==> src/rtl/i2c_busmon_pkg.sv <==
package i2c_busmon_pkg;

    localparam int BITS_PER_BYTE = 8;
    localparam int SYNC_STAGES   = 2;
    localparam int POS_W         = $clog2(BITS_PER_BYTE + 1);

    // synchronised line levels
    typedef struct packed {
        logic scl;
        logic sda;
    } bus_lvl_t;

    // bus happenings derived from two consecutive samples
    typedef struct packed {
        logic start;
        logic stop;
        logic scl_rise;
        logic scl_fall;
        logic sda;
    } bus_evt_t;

    // set/clear requests going into the flag bank
    typedef struct packed {
        logic arb_set;
        logic berr_set;
        logic gcall_set;
        logic gcall_clr;
    } flag_req_t;

    typedef struct packed {
        logic arb;
        logic berr;
        logic gcall;
    } flags_t;

    function automatic logic pos_is_mid_frame(input logic [POS_W-1:0] pos);
        return pos != '0;
    endfunction

endpackage

==> src/rtl/busmon_sync.sv <==
module busmon_sync
    import i2c_busmon_pkg::*;
#(
    parameter int STAGES = SYNC_STAGES
) (
    input  logic     clk,
    input  logic     rst,
    input  bus_lvl_t raw,
    output bus_evt_t evt
);

    logic [STAGES-1:0] scl_chain;
    logic [STAGES-1:0] sda_chain;
    logic              scl_prev;
    logic              sda_prev;
    logic              scl_cur;
    logic              sda_cur;

    // idle bus is high on both lines, so reset every stage to 1
    always_ff @(posedge clk) begin
        if (rst) begin
            scl_chain <= '1;
            sda_chain <= '1;
            scl_prev  <= 1'b1;
            sda_prev  <= 1'b1;
        end else begin
            scl_chain <= {scl_chain[STAGES-2:0], raw.scl};
            sda_chain <= {sda_chain[STAGES-2:0], raw.sda};
            scl_prev  <= scl_chain[STAGES-1];
            sda_prev  <= sda_chain[STAGES-1];
        end
    end

    assign scl_cur = scl_chain[STAGES-1];
    assign sda_cur = sda_chain[STAGES-1];

    always_comb begin
        evt.start    = scl_cur && scl_prev && sda_prev && !sda_cur;
        evt.stop     = scl_cur && scl_prev && !sda_prev && sda_cur;
        evt.scl_rise = scl_cur && !scl_prev;
        evt.scl_fall = !scl_cur && scl_prev;
        evt.sda      = sda_cur;
    end

endmodule

==> src/rtl/busmon_framer.sv <==
module busmon_framer
    import i2c_busmon_pkg::*;
#(
    parameter int BITS = BITS_PER_BYTE,
    localparam int PW  = $clog2(BITS + 1)
) (
    input  logic          clk,
    input  logic          rst,
    input  bus_evt_t      evt,
    output logic [PW-1:0] pos,
    output logic          misplaced,
    output logic          addr_zero
);

    localparam logic [PW-1:0] ACK_POS  = PW'(BITS);
    localparam logic [PW-1:0] LAST_BIT = PW'(BITS - 1);

    logic            bit_clocked;  // SCL rose during the current bit
    logic            first_byte;   // current byte is the one right after a start
    logic [BITS-1:0] shreg;

    assign misplaced = (evt.start || evt.stop) && (pos != '0);
    assign addr_zero = evt.scl_fall && bit_clocked && first_byte &&
                       (pos == LAST_BIT) && (shreg == '0);

    always_ff @(posedge clk) begin
        if (rst) begin
            pos         <= '0;
            bit_clocked <= 1'b0;
            first_byte  <= 1'b0;
            shreg       <= '0;
        end else if (evt.start) begin
            pos         <= '0;
            bit_clocked <= 1'b0;
            first_byte  <= 1'b1;
        end else if (evt.stop) begin
            pos         <= '0;
            bit_clocked <= 1'b0;
            first_byte  <= 1'b0;
        end else begin
            if (evt.scl_rise) begin
                bit_clocked <= 1'b1;
                if (pos < ACK_POS)
                    shreg <= {shreg[BITS-2:0], evt.sda};
            end
            if (evt.scl_fall && bit_clocked) begin
                bit_clocked <= 1'b0;
                if (pos == ACK_POS) begin
                    pos        <= '0;
                    first_byte <= 1'b0;
                end else begin
                    pos <= pos + 1'b1;
                end
            end
        end
    end

endmodule

==> src/rtl/busmon_flags.sv <==
module busmon_flags
    import i2c_busmon_pkg::*;
(
    input  logic      clk,
    input  logic      rst,
    input  logic      enable,
    input  logic      rd_clear,
    input  flag_req_t req,
    output flags_t    flags,
    output logic      slave_pulse
);

    always_ff @(posedge clk) begin
        if (rst || !enable) begin
            flags       <= '0;
            slave_pulse <= 1'b0;
        end else begin
            // a set arriving with the read wins
            flags.arb   <= req.arb_set  || (flags.arb  && !rd_clear);
            flags.berr  <= req.berr_set || (flags.berr && !rd_clear);
            flags.gcall <= req.gcall_set || (flags.gcall && !req.gcall_clr);
            slave_pulse <= req.arb_set;
        end
    end

endmodule

==> src/rtl/i2c_busmon.sv <==
module i2c_busmon
    import i2c_busmon_pkg::*;
#(
    parameter int BITS   = BITS_PER_BYTE,
    parameter int STAGES = SYNC_STAGES,
    localparam int PW    = $clog2(BITS + 1)
) (
    input  logic clk,
    input  logic rst,
    input  logic scl_in,
    input  logic sda_in,
    input  logic sda_release,
    input  logic is_master,
    input  logic is_rx,
    input  logic periph_en,
    input  logic irq_en,
    input  logic gcall_en,
    input  logic sr_read,
    input  logic speed_we,
    input  logic speed_wdata,
    output logic arb_lost,
    output logic bus_err,
    output logic gen_call,
    output logic irq,
    output logic force_slave,
    output logic scl_hold_inhibit,
    output logic speed_fast
);

    localparam logic [PW-1:0] ACK_POS = PW'(BITS);

    bus_lvl_t      raw;
    bus_evt_t      evt;
    logic [PW-1:0] pos;
    logic          misplaced;
    logic          addr_zero;
    flag_req_t     req;
    flags_t        flags;

    assign raw.scl = scl_in;
    assign raw.sda = sda_in;

    busmon_sync #(.STAGES(STAGES)) u_sync (
        .clk (clk),
        .rst (rst),
        .raw (raw),
        .evt (evt)
    );

    busmon_framer #(.BITS(BITS)) u_framer (
        .clk       (clk),
        .rst       (rst),
        .evt       (evt),
        .pos       (pos),
        .misplaced (misplaced),
        .addr_zero (addr_zero)
    );

    // compare only on bits the local master itself drives: data bits of a
    // transmitted byte; receive bytes and every acknowledge are skipped
    always_comb begin
        req.arb_set   = is_master && !is_rx && evt.scl_rise && (pos < ACK_POS) &&
                        sda_release && !evt.sda;
        req.berr_set  = misplaced;
        req.gcall_set = !is_master && gcall_en && addr_zero;
        req.gcall_clr = evt.stop;
    end

    busmon_flags u_flags (
        .clk         (clk),
        .rst         (rst),
        .enable      (periph_en),
        .rd_clear    (sr_read),
        .req         (req),
        .flags       (flags),
        .slave_pulse (force_slave)
    );

    always_ff @(posedge clk) begin
        if (rst)
            speed_fast <= 1'b0;
        else if (speed_we)
            speed_fast <= speed_wdata;
    end

    assign arb_lost         = flags.arb;
    assign bus_err          = flags.berr;
    assign gen_call         = flags.gcall;
    assign scl_hold_inhibit = flags.arb || flags.berr;
    assign irq              = irq_en && scl_hold_inhibit;

endmodule

==> config.mk <==
export PLATFORM = sky130hd
export DESIGN_NAME = i2c_busmon
export DESIGN_NICKNAME = d
export VERILOG_FILES = /design/src/rtl/i2c_busmon_pkg.sv /design/src/rtl/busmon_sync.sv /design/src/rtl/busmon_framer.sv /design/src/rtl/busmon_flags.sv /design/src/rtl/i2c_busmon.sv
export SDC_FILE = /design/constraint.sdc
export NUM_CORES = 1
export LEC_CHECK = 0
export CAP_MARGIN = 10
export CORE_ASPECT_RATIO = 1.75
export CORE_MARGIN = 2
export CORE_UTILIZATION = 35
export CTS_CLUSTER_SIZE = 12
export DETAILED_ROUTE_END_ITERATION = 8
export SETUP_SLACK_MARGIN = 0.4
export SYNTH_ARGS = -nofsm -noshare
export SYNTH_HDL_FRONTEND = slang
export SYNTH_HIERARCHICAL = 1
export SYNTH_SLANG_ARGS = --single-unit
export TNS_END_PERCENT = 1
==> constraint.sdc <==
create_clock -name clk -period 2.3 [get_ports clk]
set_input_delay 0.345 -clock clk [delete_from_list [all_inputs] [get_ports clk]]
set_output_delay 0.345 -clock clk [all_outputs]
set_load 0.1 [all_outputs]
==> metrics.yaml <==
io_pins: 20
min_period_ps: 1540
switchingPower_mw: 0.155
async_reset_ff_share_pct: 0
synth_flop_cell: "dfxtp_1"
clock_sinks: 25
maxSlewViolCount: 0
reg2reg_slack_ps: 760
clk_latency_ps: 260
drt_wl_total_mm: 2.02
power.leakage_nw: 0.471
vias: 843
cts_tree: "done"
first_global_vias: 859
post-cts-setup-buffers: 0
path_max_fanout: 8
yosys_register_bits: 25
synth_area_um2: 1080
netlist_instances: 122
dp_hpwl_mm: 1.60
finalNetCount: 158
hold_viol_final: 0
antenna_cells: 0
post-route-period-util_pct: 66.8
grt_max_degree: 18
crit_chain: "and4b_1 -> or4b_4 -> nand2_1 -> a21oi_1"
synth_nets: 137
status: "complete, no violations"
final_layout_size_suffix_gt1_share_pct: 13.4
vias_per_cell: 4.96
clockBufferDepth: 2
comb_power_share_pct: 7.9
rows: 26
crit_path_max_incr_delay_ps: 610
wire_per_inst_um: 11.9
gp_congestion: 0.777
setup_viol: 0
arrival_ps: 1690
endpoint_kind: "register"
pre_cts_slack_ps: 764
die_y_um: 77.6
overflow: 0
setup_ws_ps: 763
avgSynthCellArea_um2: 8.87
hold_buffers: 0
drc: 0
io_buffers: 19
antenna_found_initial: 0
setup_tns_ps: 0
crit_slowest_cell: "or4b_4"
cts_resized: 0
cts_made_buffers: 3
dieArea_um2: 3570
clock_power_share_pct: 32.9
power.share.sequential_pct: 59.2
clkTransAtPathRegs_ps: 80
crit_type: "register to register"
tightestPinTransition_ps: 464
fp.dieW_um: 46.0
maxSlewHeadroom_pct: 68.9
ant_nets: 0
p_int_mw: 0.595
synth_edf_count: 0
worstSetupStartpointType: "register"
grt_pass1_wl_mm: 3.39
vdd_drop_max_uv: 426
ys_warn_count: 6
core_um2: 2930
dr.pass1.iters: 4
initial_core_util_pct: 37.0
yosysUniqueCellTypes: 34
cts_root_buf: "clkbuf_8"
area_growth_syn_to_layout_pct: 22.3
maxCapViolations: 0
swShare_pct: 20.6
track_usage_pct: 12.8
drt_iter0_markers: 15
skew_ps: 2.12
crit_required_ps: 2450
yosysSeqAreaShare_pct: 46.2
hold_class: "register to register"
htreeDepth: 1
powerDensity_nw_per_um2: 566
rsz0062_at_grt: "false"
fill_cells: 293
max_freq_mhz: 650
==> kinds of logic after synthesis <==
logic type               Yosys count  share of synthesized area [%]
XOR/XNOR                           1                          0.809
AND/OR/NAND/NOR                   62                           34.3
flip-flops                        25                           46.2
multiplexers                       2                           1.85
buffers and inverters             12                           5.90
AO/OA/AOI/OAI                     18                           8.56
adder cells (fa/ha/maj)            2                           2.31
==> per-layer routing <==
| metal | GRT usage [%] | wire (um) | part of all wire [%] | vias up |
|---|---|---|---|---|
| met3 | 2.09 | 43 | 2.1 | 2 |
| li1 | - | - | - | 444 |
| met2 | 23.1 | 1160 | 57 | 7 |
| met1 | 13.4 | 794 | 39 | 390 |
| met4 | 6.00 | 23 | 1.1 | 0 |
| met5 | 0 | 0 | 0 | - |
==> Yosys cell counts (all sizes together) (3+ instances only) <==
cell type   n  share of area (%)
inv         8                2.8
nor4b       3                3.8
nor2b       3                1.7
dfxtp      25                 46
nor2        8                2.8
a21oi      14                6.5
nand2      21                7.3
buf         3                2.8
nand2b      4                3.0
or2         7                4.3
==> power by group through the flow <==
stage	Combinational, mW	Sequential, mW	Clock (mW)
after global placement	0.0592	0.454	0
final	0.0592	0.444	0.247
after detailed placement	0.0594	0.454	0
after CTS	0.0598	0.444	0.257
after global routing	0.0643	0.445	0.267
after floorplan	0.0242	0.460	0
==> through the flow <==
step	total power [mW]	cells	instance area [um^2]	utilization, %	hold WS (ps)
CTS	0.761	170	1320	45.2	419
global route	0.776	170	1320	45.2	421
detailed placement	0.513	166	1280	43.7	397
floorplan	0.485	122	1080	-	383
global placement	0.513	166	1280	43.7	389
finish	0.750	170	1320	45.2	416
==> sequential cells by signal, summed over array words and instances (netlist names) <==
name                  cells
u_framer/shreg            8
u_framer/pos              4
u_flags/flags             3
u_sync/scl_chain          2
u_sync/sda_chain          2
speed_fast                1
u_flags/slave_pulse       1
u_framer/bit_clocked      1
u_framer/first_byte       1
u_sync/scl_prev           1
u_sync/sda_prev           1
==> path summary, 6_finish.rpt <==
check	depth (start not counted)	endpoint	start
setup reg to reg	4	u_framer/shreg[7]$_SDFFE_PP0P_	u_sync/sda_chain[1]$_SDFF_PP1_
hold / removal	1	u_sync/scl_chain[1]$_SDFF_PP1_	u_sync/scl_chain[0]$_SDFF_PP1_
hold reg to reg	1	u_sync/scl_chain[1]$_SDFF_PP1_	u_sync/scl_chain[0]$_SDFF_PP1_
setup / recovery	4	u_framer/shreg[7]$_SDFFE_PP0P_	u_sync/sda_chain[1]$_SDFF_PP1_
==> area by class of cell <==
class                           instances  area (um^2)  share of cell area (%)
Tap cell                               28         35.0                    2.65
Inverter                                8         30.0                    2.27
Timing Repair Buffer                   20          193                    14.6
Multi-Input combinational cell         85          518                    39.1
Clock buffer                            4         45.0                    3.40
Sequential cell                        25          503                    38.0
==> worst max-delay path: cells and delay by family (launching register included) <==
family	cells	cell delay, ps
and+or+nand+nor	3	990
DFF	1	380
AOI/OAI and AO/OA	1	60
==> placed cells by master (no fill, tap or decap), types with 2 or more instances in the layout <==
cell             instances
nor2b_1                  3
dfxtp_1                 23
nand2b_1                 3
clkbuf_8                 3
nor4b_1                  2
clkdlybuf4s50_1         12
nand3_1                  2
and4b_1                  2
mux2i_1                  2
a21oi_1                 14
dfxtp_2                  2
buf_4                    7
inv_1                    7
ha_1                     2
nand2_1                 21
a31oi_1                  2
nor2_1                   8
o21ai_0                  2
nor3_1                   2
or2_1                    6
No activity file was read; power rests on OpenSTA's default activity.
